File: config.mk
export PLATFORM = sky130hd
export DESIGN_NAME = des3_engine
export DESIGN_NICKNAME = d
export VERILOG_FILES = /design/src/rtl/des3_pkg.sv /design/src/rtl/des3_round_f.sv /design/src/rtl/des3_subkey.sv /design/src/rtl/des3_seq.sv /design/src/rtl/des3_engine.sv
export SDC_FILE = /design/constraint.sdc
export NUM_CORES = 1
export LEC_CHECK = 0
export BUFFER_PORTS_ARGS = -buffer_cell sky130_fd_sc_hd__buf_2
export CAP_MARGIN = 30
export CORE_ASPECT_RATIO = 1.75
export CORE_MARGIN = 8
export CORE_UTILIZATION = 55
export DETAILED_ROUTE_END_ITERATION = 8
export MAX_ROUTING_LAYER = met4
export PLACE_DENSITY_LB_ADDON = 0.25
export SLEW_MARGIN = 25
export SYNTH_ARGS = -nofsm -noshare
export SYNTH_HDL_FRONTEND = slang
export SYNTH_SLANG_ARGS = --single-unit
File: constraint.sdc
create_clock -name clk -period 6.44 [get_ports clk]
set_clock_uncertainty 0.1 [all_clocks]
set_input_delay 0.966 -clock clk [delete_from_list [all_inputs] [get_ports clk]]
set_output_delay 0.966 -clock clk [all_outputs]
set_load 0.01 [all_outputs]
File: src/rtl/des3_pkg.sv
package des3_pkg;

   localparam int unsigned IP_TAB [64] = '{
      58,50,42,34,26,18,10,2, 60,52,44,36,28,20,12,4,
      62,54,46,38,30,22,14,6, 64,56,48,40,32,24,16,8,
      57,49,41,33,25,17,9,1,  59,51,43,35,27,19,11,3,
      61,53,45,37,29,21,13,5, 63,55,47,39,31,23,15,7};

   localparam int unsigned P_TAB [32] = '{
      16,7,20,21,29,12,28,17, 1,15,23,26,5,18,31,10,
      2,8,24,14,32,27,3,9,    19,13,30,6,22,11,4,25};

   localparam int unsigned PC1_TAB [56] = '{
      57,49,41,33,25,17,9,  1,58,50,42,34,26,18,
      10,2,59,51,43,35,27,  19,11,3,60,52,44,36,
      63,55,47,39,31,23,15, 7,62,54,46,38,30,22,
      14,6,61,53,45,37,29,  21,13,5,28,20,12,4};

   localparam int unsigned PC2_TAB [48] = '{
      14,17,11,24,1,5,   3,28,15,6,21,10,
      23,19,12,4,26,8,   16,7,27,20,13,2,
      41,52,31,37,47,55, 30,40,51,45,33,48,
      44,49,39,56,34,53, 46,42,50,36,29,32};

   localparam int unsigned SB0 [64] = '{
      14,4,13,1,2,15,11,8,3,10,6,12,5,9,0,7,
      0,15,7,4,14,2,13,1,10,6,12,11,9,5,3,8,
      4,1,14,8,13,6,2,11,15,12,9,7,3,10,5,0,
      15,12,8,2,4,9,1,7,5,11,3,14,10,0,6,13};
   localparam int unsigned SB1 [64] = '{
      15,1,8,14,6,11,3,4,9,7,2,13,12,0,5,10,
      3,13,4,7,15,2,8,14,12,0,1,10,6,9,11,5,
      0,14,7,11,10,4,13,1,5,8,12,6,9,3,2,15,
      13,8,10,1,3,15,4,2,11,6,7,12,0,5,14,9};
   localparam int unsigned SB2 [64] = '{
      10,0,9,14,6,3,15,5,1,13,12,7,11,4,2,8,
      13,7,0,9,3,4,6,10,2,8,5,14,12,11,15,1,
      13,6,4,9,8,15,3,0,11,1,2,12,5,10,14,7,
      1,10,13,0,6,9,8,7,4,15,14,3,11,5,2,12};
   localparam int unsigned SB3 [64] = '{
      7,13,14,3,0,6,9,10,1,2,8,5,11,12,4,15,
      13,8,11,5,6,15,0,3,4,7,2,12,1,10,14,9,
      10,6,9,0,12,11,7,13,15,1,3,14,5,2,8,4,
      3,15,0,6,10,1,13,8,9,4,5,11,12,7,2,14};
   localparam int unsigned SB4 [64] = '{
      2,12,4,1,7,10,11,6,8,5,3,15,13,0,14,9,
      14,11,2,12,4,7,13,1,5,0,15,10,3,9,8,6,
      4,2,1,11,10,13,7,8,15,9,12,5,6,3,0,14,
      11,8,12,7,1,14,2,13,6,15,0,9,10,4,5,3};
   localparam int unsigned SB5 [64] = '{
      12,1,10,15,9,2,6,8,0,13,3,4,14,7,5,11,
      10,15,4,2,7,12,9,5,6,1,13,14,0,11,3,8,
      9,14,15,5,2,8,12,3,7,0,4,10,1,13,11,6,
      4,3,2,12,9,5,15,10,11,14,1,7,6,0,8,13};
   localparam int unsigned SB6 [64] = '{
      4,11,2,14,15,0,8,13,3,12,9,7,5,10,6,1,
      13,0,11,7,4,9,1,10,14,3,5,12,2,15,8,6,
      1,4,11,13,12,3,7,14,10,15,6,8,0,5,9,2,
      6,11,13,8,1,4,10,7,9,5,0,15,14,2,3,12};
   localparam int unsigned SB7 [64] = '{
      13,2,8,4,6,15,11,1,10,9,3,14,5,0,12,7,
      1,15,13,8,10,3,7,4,12,5,6,11,0,14,9,2,
      7,11,4,1,9,12,14,2,0,6,10,13,15,3,5,8,
      2,1,14,7,4,10,8,13,15,12,9,0,3,5,6,11};

   // Tables number bits from 1 at the most significant end.
   function automatic logic [63:0] ip_perm(input logic [63:0] x);
      logic [63:0] y;
      for (int i = 0; i < 64; i++) y[63-i] = x[64-IP_TAB[i]];
      return y;
   endfunction

   // Inverse of ip_perm, derived from the same table.
   function automatic logic [63:0] fp_perm(input logic [63:0] x);
      logic [63:0] y;
      for (int i = 0; i < 64; i++) y[64-IP_TAB[i]] = x[63-i];
      return y;
   endfunction

   // Expansion: group g takes bits 4g .. 4g+5 of a ring (1-based, wrapping).
   function automatic logic [47:0] expand_r(input logic [31:0] r);
      logic [47:0] y;
      for (int g = 0; g < 8; g++)
         for (int k = 0; k < 6; k++)
            y[47-(6*g+k)] = r[31-((4*g+k+31)%32)];
      return y;
   endfunction

   function automatic logic [31:0] p_perm(input logic [31:0] x);
      logic [31:0] y;
      for (int i = 0; i < 32; i++) y[31-i] = x[32-P_TAB[i]];
      return y;
   endfunction

   // Re-inserts the dropped parity positions, then applies PC-1.
   function automatic logic [55:0] pc1_key(input logic [55:0] k);
      logic [63:0] full;
      logic [55:0] y;
      for (int b = 0; b < 8; b++) begin
         full[63-8*b -: 7] = k[55-7*b -: 7];
         full[56-8*b]      = 1'b0;
      end
      for (int i = 0; i < 56; i++) y[55-i] = full[64-PC1_TAB[i]];
      return y;
   endfunction

   function automatic logic [47:0] pc2_key(input logic [55:0] cd);
      logic [47:0] y;
      for (int i = 0; i < 48; i++) y[47-i] = cd[56-PC2_TAB[i]];
      return y;
   endfunction

   function automatic logic [3:0] sbox(input int unsigned n, input logic [5:0] b);
      int unsigned idx;
      int unsigned v;
      idx = 32'({b[5], b[0], b[4:1]});
      case (n)
         0: v = SB0[idx];
         1: v = SB1[idx];
         2: v = SB2[idx];
         3: v = SB3[idx];
         4: v = SB4[idx];
         5: v = SB5[idx];
         6: v = SB6[idx];
         default: v = SB7[idx];
      endcase
      return v[3:0];
   endfunction

endpackage

File: src/rtl/des3_round_f.sv
module des3_round_f
   import des3_pkg::*;
(
   input  logic [31:0] r_in,
   input  logic [47:0] subkey,
   output logic [31:0] f_out
);
   localparam int LANES = 8;

   logic [47:0] mixed;
   logic [31:0] sb_out;

   assign mixed = expand_r(r_in) ^ subkey;

   for (genvar s = 0; s < LANES; s++) begin : g_lane
      assign sb_out[31-4*s -: 4] = sbox(s, mixed[47-6*s -: 6]);
   end

   assign f_out = p_perm(sb_out);
endmodule

File: src/rtl/des3_subkey.sv
module des3_subkey
   import des3_pkg::*;
#(
   parameter int ROUNDS = 16,
   localparam int RND_W = $clog2(ROUNDS)
) (
   input  logic [55:0]      cd_base,
   input  logic             dec,
   input  logic [RND_W-1:0] rnd,
   output logic [47:0]      subkey,
   output logic [55:0]      cd_next
);
   localparam int HALF = 28;

   function automatic logic single_step(input logic [RND_W-1:0] r);
      return (r == RND_W'(0)) || (r == RND_W'(1)) ||
             (r == RND_W'(8)) || (r == RND_W'(ROUNDS-1));
   endfunction

   logic        one_enc, one_dec;
   logic [55:0] rot_l, rot_r, cd_use;

   assign one_enc = single_step(rnd);
   assign one_dec = single_step(RND_W'(ROUNDS-1) - rnd);

   for (genvar h = 0; h < 2; h++) begin : g_half
      logic [HALF-1:0] c;
      assign c = cd_base[HALF*(2-h)-1 -: HALF];
      assign rot_l[HALF*(2-h)-1 -: HALF] = one_enc ? {c[HALF-2:0], c[HALF-1]}
                                                   : {c[HALF-3:0], c[HALF-1:HALF-2]};
      assign rot_r[HALF*(2-h)-1 -: HALF] = one_dec ? {c[0], c[HALF-1:1]}
                                                   : {c[1:0], c[HALF-1:2]};
   end

   // Encrypt: rotate left, then use. Decrypt: use, then rotate right.
   assign cd_use  = dec ? cd_base : rot_l;
   assign cd_next = dec ? rot_r   : rot_l;
   assign subkey  = pc2_key(cd_use);
endmodule

File: src/rtl/des3_seq.sv
module des3_seq #(
   parameter int OP_CYC = 48,
   localparam int CNT_W = $clog2(OP_CYC)
) (
   input  logic             clk,
   input  logic             rst_n,
   input  logic             start,
   output logic             busy,
   output logic             active,
   output logic [CNT_W-1:0] cnt,
   output logic             done
);
   localparam logic [CNT_W-1:0] LAST = CNT_W'(OP_CYC-1);

   assign active = busy | start;

   always_ff @(posedge clk or negedge rst_n) begin
      if (!rst_n) begin
         busy <= 1'b0;
         cnt  <= '0;
         done <= 1'b0;
      end else begin
         done <= busy && (cnt == LAST);
         if (!busy) begin
            if (start) begin
               busy <= 1'b1;
               cnt  <= CNT_W'(1);
            end
         end else if (cnt == LAST) begin
            busy <= 1'b0;
            cnt  <= '0;
         end else begin
            cnt <= cnt + CNT_W'(1);
         end
      end
   end
endmodule

File: src/rtl/des3_engine.sv
module des3_engine
   import des3_pkg::*;
#(
   parameter int BLK_W  = 64,
   parameter int KEY_W  = 56,
   parameter int ROUNDS = 16,
   parameter int PASSES = 3
) (
   input  logic             clk,
   input  logic             rst_n,
   input  logic             start,
   input  logic             decrypt,
   input  logic [BLK_W-1:0] din,
   input  logic [KEY_W-1:0] key1,
   input  logic [KEY_W-1:0] key2,
   input  logic [KEY_W-1:0] key3,
   output logic [BLK_W-1:0] dout,
   output logic             done
);
   localparam int OP_CYC = ROUNDS * PASSES;
   localparam int CNT_W  = $clog2(OP_CYC);
   localparam int RND_W  = $clog2(ROUNDS);
   localparam int PASS_W = CNT_W - RND_W;
   localparam int HW     = BLK_W / 2;

   if (BLK_W != 64) begin : g_bad_blk
      $error("des3_engine: BLK_W must be 64");
   end
   if (KEY_W != 56) begin : g_bad_key
      $error("des3_engine: KEY_W must be 56");
   end
   if (ROUNDS != 16) begin : g_bad_rnd
      $error("des3_engine: ROUNDS must be 16");
   end
   if (PASSES != 3) begin : g_bad_pass
      $error("des3_engine: PASSES must be 3");
   end

   logic              busy, active;
   logic [CNT_W-1:0]  cnt;
   logic [PASS_W-1:0] pass;
   logic [RND_W-1:0]  rnd;

   des3_seq #(.OP_CYC(OP_CYC)) u_seq (
      .clk   (clk),
      .rst_n (rst_n),
      .start (start),
      .busy  (busy),
      .active(active),
      .cnt   (cnt),
      .done  (done)
   );

   assign pass = cnt[CNT_W-1:RND_W];
   assign rnd  = cnt[RND_W-1:0];

   logic [HW-1:0]    l_q, r_q, l_in, r_in, f_val, l_mix;
   logic [55:0]      cd_q, cd_base, cd_next;
   logic [KEY_W-1:0] k2_q, kfin_q;
   logic             mode_q, mode, dec_pass;
   logic [47:0]      subkey;
   logic             pass_end, op_end;

   assign {l_in, r_in} = busy ? {l_q, r_q} : ip_perm(din);
   assign cd_base      = busy ? cd_q : pc1_key(decrypt ? key3 : key1);
   assign mode         = busy ? mode_q : decrypt;
   // Middle pass runs opposite to the requested direction.
   assign dec_pass     = mode ^ (pass == PASS_W'(1));
   assign pass_end     = (rnd == RND_W'(ROUNDS-1));
   assign op_end       = pass_end && (pass == PASS_W'(PASSES-1));

   des3_subkey #(.ROUNDS(ROUNDS)) u_key (
      .cd_base(cd_base),
      .dec    (dec_pass),
      .rnd    (rnd),
      .subkey (subkey),
      .cd_next(cd_next)
   );

   des3_round_f u_f (
      .r_in  (r_in),
      .subkey(subkey),
      .f_out (f_val)
   );

   assign l_mix = l_in ^ f_val;

   always_ff @(posedge clk or negedge rst_n) begin
      if (!rst_n) begin
         l_q    <= '0;
         r_q    <= '0;
         cd_q   <= '0;
         k2_q   <= '0;
         kfin_q <= '0;
         mode_q <= 1'b0;
         dout   <= '0;
      end else begin
         if (start && !busy) begin
            k2_q   <= key2;
            kfin_q <= decrypt ? key1 : key3;
            mode_q <= decrypt;
         end
         if (active) begin
            if (pass_end) begin
               // Final permutation followed by the next initial one cancels;
               // only the closing half-swap remains.
               l_q  <= l_mix;
               r_q  <= r_in;
               cd_q <= pc1_key((pass == PASS_W'(0)) ? k2_q : kfin_q);
               if (op_end) dout <= fp_perm({l_mix, r_in});
            end else begin
               l_q  <= r_in;
               r_q  <= l_mix;
               cd_q <= cd_next;
            end
         end
      end
   end
endmodule

Yosys cells after proc, flatten, opt, wreduce, memory -nomap -nowiden
Memories as Yosys holds them, arrays and structs flattened.
Index checks and enable logic that the tools add are counted.
- memories kept: 8
- output and inout port bits: 65
- bits of input ports: 236
- word-level logic and storage cells: 101
- bits in read-only memories: 16384
- bits in registers: 305
- equal/unequal tests: 9
- add/subtract/negate cells: 2
- multiplexer cells: 37
- bitwise gates (word level): 12
- $lt $le $gt $ge: 8
- reduce and logical (&&, ||, !) cells: 15
- memory list (name ; words ; bits a word ; read ports ; clocked after Yosys merged registers in ; write ports ; RTL line ; source):
    (name not given) ; 64 ; 32 ; 1 ; 0 ; 0 ; des3_pkg.sv:124 ; 6: v = SB6[idx];
    (name not given) ; 64 ; 32 ; 1 ; 0 ; 0 ; des3_pkg.sv:122 ; 4: v = SB4[idx];
    (name not given) ; 64 ; 32 ; 1 ; 0 ; 0 ; des3_pkg.sv:125 ; default: v = SB7[idx];
    (name not given) ; 64 ; 32 ; 1 ; 0 ; 0 ; des3_pkg.sv:121 ; 3: v = SB3[idx];
    (name not given) ; 64 ; 32 ; 1 ; 0 ; 0 ; des3_pkg.sv:123 ; 5: v = SB5[idx];
    (name not given) ; 64 ; 32 ; 1 ; 0 ; 0 ; des3_pkg.sv:118 ; 0: v = SB0[idx];
    +2 memories ; - ; - ; - ; - ; - ; - ;
- operator list (kind ; count):
    56-bit 2-to-1 mux ; 7
    33-bit by 7-bit >= comparator with 1-bit output (second input constant) ; 8
    6-bit inverter with 33-bit output ; 8
    28-bit 2-to-1 mux ; 4
    32-bit 2-to-1 mux ; 2
    4-bit 2-to-1 mux ; 16
    64-bit 2-to-1 mux ; 1
    48-bit XOR ; 1
    32-bit XOR ; 1
    6-bit 2-to-1 mux ; 3
    4-bit == test (second input constant) ; 4
    4-bit by 1-bit == test with 1-bit output (second input constant) ; 2
    4-bit logical NOT ; 2
    6-bit by 1-bit adder with 6-bit output (second input constant) ; 1
    6-bit == test (second input constant) ; 1
    1-bit logical OR ; 6
    1-bit 2-to-1 mux ; 4
    4-bit subtractor (first input constant) ; 1
    1-bit logical AND ; 3
    3-bit AND reduction ; 1
    2-bit by 1-bit == test with 1-bit output (second input constant) ; 1
    2-bit == test (second input constant) ; 1
    2-bit logical NOT ; 1
    2-bit nonzero test ; 1
    other kinds (3) ; 3

Longest topological paths before layout
- depth in word-level cells: 13
- gate-level depth with buffers: 20
- depth with buffers taken out: 17

Hierarchy
From an unflattened synthesis, not the netlist that was laid out.
- cell total of the unflattened synthesis: 2689
- area, all modules: 24083.1 sq um
- modules (own cells, without submodules) (module ; cells an instance ; area an instance (sq um) ; seq. area each (sq um) ; times used):
    des3_engine ; 1494 ; 15896.5 ; 7432.1 ; 1
    des3_round_f ; 701 ; 5193.7 ; 0.0 ; 1
    des3_subkey ; 455 ; 2602.5 ; 0.0 ; 1
    des3_seq ; 39 ; 390.4 ; 200.2 ; 1

Least setup slack after synthesis
No wires, ideal clock.
- path type: in2reg
- start point: input decrypt
- end point: register l_q[20]
- required time: 6263 ps
- path slack: 2083 ps
- setup time: 77 ps
- arrival time: 4180 ps
- buffers on the path: 4
- stages: 17
- cells stage by stage: buf_6 -> buf_12 -> buf_12 -> buf_6 -> mux2i_1 -> o21ai_1 -> nand3_1 -> a31oi_1 -> xor2_2 -> inv_1 -> ha_1 -> mux4_2 -> or3_1 -> o211ai_2 -> xor2_1 -> nand2_1 -> a21oi_1
- cells in the longest elaborated chain, start to end: 11
- elaborated cells on any way between the ends: 13
- those cells by class: 8 x mux; 4 x bitwise; 1 x memory
- ends and longest elaborated chain (item ; RTL line ; source):
    from (decl) ; des3_engine.sv:12 ; input logic decrypt,
    56-bit 2-to-1 mux (2 in a row) ; des3_engine.sv:65 ; assign cd_base = busy ? cd_q : pc1_key(decrypt ? key3 : key1);
    28-bit 2-to-1 mux ; des3_subkey.sv:29 ; assign rot_l[HALF*(2-h)-1 -: HALF] = one_enc ? {c[HALF-2:0], c[HALF-1]}
    56-bit 2-to-1 mux * ; des3_subkey.sv:36 ; assign cd_use = dec ? cd_base : rot_l;
    48-bit XOR * ; des3_round_f.sv:13 ; assign mixed = expand_r(r_in) ^ subkey;
    6-bit inverter with 33-bit output (implied by the code) * ; des3_pkg.sv:124 ;
    memory read 64 x 32 bit * ; - ;
    4-bit 2-to-1 mux (implied by the code) * (2 in a row) ; des3_pkg.sv:124 ;
    32-bit XOR * ; des3_engine.sv:86 ; assign l_mix = l_in ^ f_val;
    32-bit 2-to-1 mux * ; des3_engine.sv:104 ; if (pass_end) begin
    to (signal assigned) ; des3_engine.sv:107 ; l_q <= l_mix;
    to (signal assigned) ; des3_engine.sv:112 ; l_q <= r_in;
    to (decl) ; des3_engine.sv:57 ; logic [HW-1:0] l_q, r_q, l_in, r_in, f_val, l_mix;
Every way passes the cells marked *; elsewhere a longest branch is shown, timed or not. The select of a mux whose other input is x is not followed.
A chain may end at the register's enable or synchronous reset.

Worst setup path in the final report
- start point: register u_seq.busy
- end point: register l_q[25]
- cells in the longest elaborated chain, start to end: 10
- elaborated cells on any way between the ends: 14
- those cells by class: 8 x mux; 5 x bitwise; 1 x memory
- ends and longest elaborated chain (item ; RTL line ; source):
    from (decl) ; des3_seq.sv:8 ; output logic busy,
    from (signal assigned) ; des3_seq.sv:19 ; busy <= 1'b0;
    from (signal assigned) ; des3_seq.sv:26 ; busy <= 1'b1;
    from (signal assigned) ; des3_seq.sv:30 ; busy <= 1'b0;
    56-bit 2-to-1 mux or 1-bit 2-to-1 mux (tied branches) ; des3_engine.sv:65, des3_engine.sv:66 ;
    28-bit 2-to-1 mux or 1-bit XOR (tied branches) ; des3_subkey.sv:29, des3_engine.sv:68 ;
    56-bit 2-to-1 mux ; des3_subkey.sv:36 ;
    48-bit XOR ; des3_round_f.sv:13 ;
    6-bit inverter with 33-bit output (implied by the code) ; des3_pkg.sv:124 ;
    memory read 64 x 32 bit ; - ;
    4-bit 2-to-1 mux (implied by the code) (2 in a row) ; des3_pkg.sv:124 ;
    32-bit XOR ; des3_engine.sv:86 ;
    32-bit 2-to-1 mux ; des3_engine.sv:104 ;
Several ways; a longest one is shown, not always the timed one. The select of a mux whose other input is x is not followed.

==> metrics.txt <==
outcome=finished clean; Area Growth Syn to Fin=10.91%; DR vias=23,940; All-Layer GR Usage=0.3398; H-Tree Depth=1; Synth warnings=0; register bit total from synthesis=305; leading area contributor after synthesis=dfrtp_1; Via density=6.385; share of cells above drive strength 1=0.2050; Post-layout nets=3,449; initial antenna violation count=1; net count after synthesis=3,290; full die area=52,460 sq um; Inst Count DP=3,688; Place WS=1.013 ns; Inserted Clock Buffers=30; Buffers on Ports=300; vias in the first global route=23,260; count of different cell masters after synthesis=102; synth cell count leaders=nand2_1, dfrtp_1, o21ai_0; Synth async-reset ratio=1.000; Post-CTS Resized=0; CTS Buffer Depth=3; Setup crit end kind=flop; Clock Tree Root=clkbuf_16; Static Leakage=0.01177 uW; DRC viols=0; largest cells by area after synthesis=dfrtp_1, mux2i_1, nand2_1, o21ai_0, nand3_1; number of detailed-route iterations in the first pass=5; worst endpoint required time=6.88 ns; reg2reg path depth=14; Iter 0 DRT Violations=2,204; Initial Util=0.5536; Worst Tran Pin Value=1.066 ns; DR WL/cell=23.88 um; clk_lat worst skew=0.60 ns; non-filler cells, final=3,749; Top FF cell, synth=dfrtp_1; Startpoint Class=flop; Area after DPL=26,480 sq um; peak supply drop=0.3209 mV; final core occ=0.6140; Max Slew Vio Count=0; Worst Path Arrival=5.59 ns; largest net degree at the start of global routing=151; grt total ovfl=0; Post-CTS Setup Bufs=0; RSZ-0062 raised after global routing=false; Gate Count Post-Synth=2,988; Hold Vio Cnt, Final=0; # fillers=4,034; final setup vio count=0; CTS tree=yes; Synth top area share=0.3074; Post-synth EDFFs=0; CTS Hold Bufs=0; critical path class=reg2reg; GP Congestion=0.9979; row count=103; post-detail-place hpwl=67,630 um; Antenna Nets Post-Route=0; Pwr Density=262.9 nW/um^2; syn_area_per_cell=8.309 sq um; setup TNS=0 ns; register area share after synthesis=0.3074; Final Cycle Share=0.7998; CP Max Fanout=134; die width=176.6 um; clock slew at reported path FFs=0.07 ns; Vert. Die Dim=297.1 um; max cap viols=0; relative slew slack=0.2891; most frequent cell after synthesis=nand2_1; Max Clock Freq=0.1941 GHz; Final Cell Area=27,540 sq um; Final Worst Setup Slack=1.289 ns; routed wire length=89,520 um; cell area after synthesis=24,830 sq um; CTS sink cnt=305; Tmin final=5.151 ns; global-route wire length before repair=137,500 um; Core Box Area=44,850 sq um; Hold Path Class=in2async; Ports=301
## power breakdown
group,leakage [uW],internal [uW],switching [uW]
clock,0.000499,1030,824
combinational,0.00749,1040,1630
sequential,0.00378,2380,326
total,0.0118,4460,2780
## per-layer routing
metal,GRT usage,wire (um),share of wire,vias up
met5,-,0,0,-
met4,0.1910,5974,0.067,0
met3,0.03850,5349,0.060,223
met2,0.5633,43880,0.49,1091
met1,0.3934,34320,0.38,11470
li1,-,-,-,11150
## registers in the layout, summed over array words and instances, names as in the netlist
| signal | flops |
|---|---|
| kfin_q | 56 |
| r_q | 32 |
| k2_q | 56 |
| dout | 64 |
| l_q | 32 |
| u_seq.cnt | 6 |
| u_seq.done | 1 |
| u_seq.busy | 1 |
| cd_q | 56 |
| mode_q | 1 |
## layout by cell type, fill, tap and decap left out, types with 9 or more instances in the layout
cell       instances
o21ai_1           82
a21o_1            16
ha_1              66
nor4_1            11
nand3_1          207
and4_1            10
a21oi_1          135
o2111ai_1         13
a31oi_4           11
mux2_2            78
buf_4             62
a211oi_1          41
clkbuf_16         31
nor2_1           160
and3_1            20
dfrtp_1          304
o31ai_1           17
nor3_1            60
inv_1             21
or3_1             15
a311oi_1          13
nand4_1           22
or4_1              9
o211ai_1          33
a211o_1           11
and2_1            12
xor2_1            28
inv_2             11
buf_2            298
o21ai_0          245
a31oi_1           96
xnor2_2           20
xor2_2            15
a31oi_2           13
mux2i_2           12
nand2_1          499
o21a_1            15
xnor2_1           59
o21ai_2           18
mux2i_1          199
## cell type report
| class | instances | area [sq um] | area share |
|---|---|---|---|
| Timing Repair Buffer | 373 | 2160 | 0.07843 |
| Sequential cell | 305 | 7636 | 0.2773 |
| Clock inverter | 12 | 127.6 | 0.004635 |
| Multi-Input combinational cell | 2405 | 15880 | 0.5768 |
| Tap cell | 577 | 721.9 | 0.02622 |
| Inverter | 32 | 120.1 | 0.004362 |
| Antenna cell | 1 | 2.502 | 0.00009088 |
| Clock buffer | 44 | 884.6 | 0.03213 |
## worst max-delay path, stage by stage, from the launching register on
cell	delay (ns)
dfrtp_4	0.84
buf_12	0.51
nand2_1	0.09
o21ai_0	0.20
o21ai_0	0.21
a31oi_1	0.43
xor2_2	0.51
inv_1	0.24
ha_1	0.28
mux2i_1	0.16
o311ai_0	0.12
or4_1	0.58
a21o_1	0.23
a311oi_1	0.32
a21o_1	0.12
## cell families (layout without fill, tap and decap cells)
logic type	after synthesis	in the layout	share of synthesized area
and+or+nand+nor	1066	1066	0.1926
AOI/OAI and AO/OA	852	852	0.2254
DFF	305	305	0.3074
muxes	295	295	0.1273
buffers and inverters	278	461	0.05705
xor gates and xnor gates	126	126	0.05700
adders and majority gates	66	66	0.03326
other	0	1	0
## final timing paths
check / endpoint / startpoint / slack, ns
worst max-delay path: l_q[25] / u_seq.busy / 1.29
worst min-delay path: k2_q[30] / rst_n / 0.24
worst max register to register: l_q[25] / u_seq.busy / 1.29
worst min register to register: dout[33] / dout[33] / 0.37
max in group asynchronous: dout[21] / rst_n / 4.59
min in group clk: dout[33] / dout[33] / 0.37
## through the flow
| stage | total power, uW | hold slack, ns |
|---|---|---|
| floorplan | 4403 | 0.3391 |
| global placement | 5312 | 0.3501 |
| detailed placement | 5381 | 0.3648 |
| finish | 7240 | 0.2370 |
| CTS | 7235 | 0.2977 |
| global route | 7629 | 0.3144 |
Power figures use the tool's default switching activity.
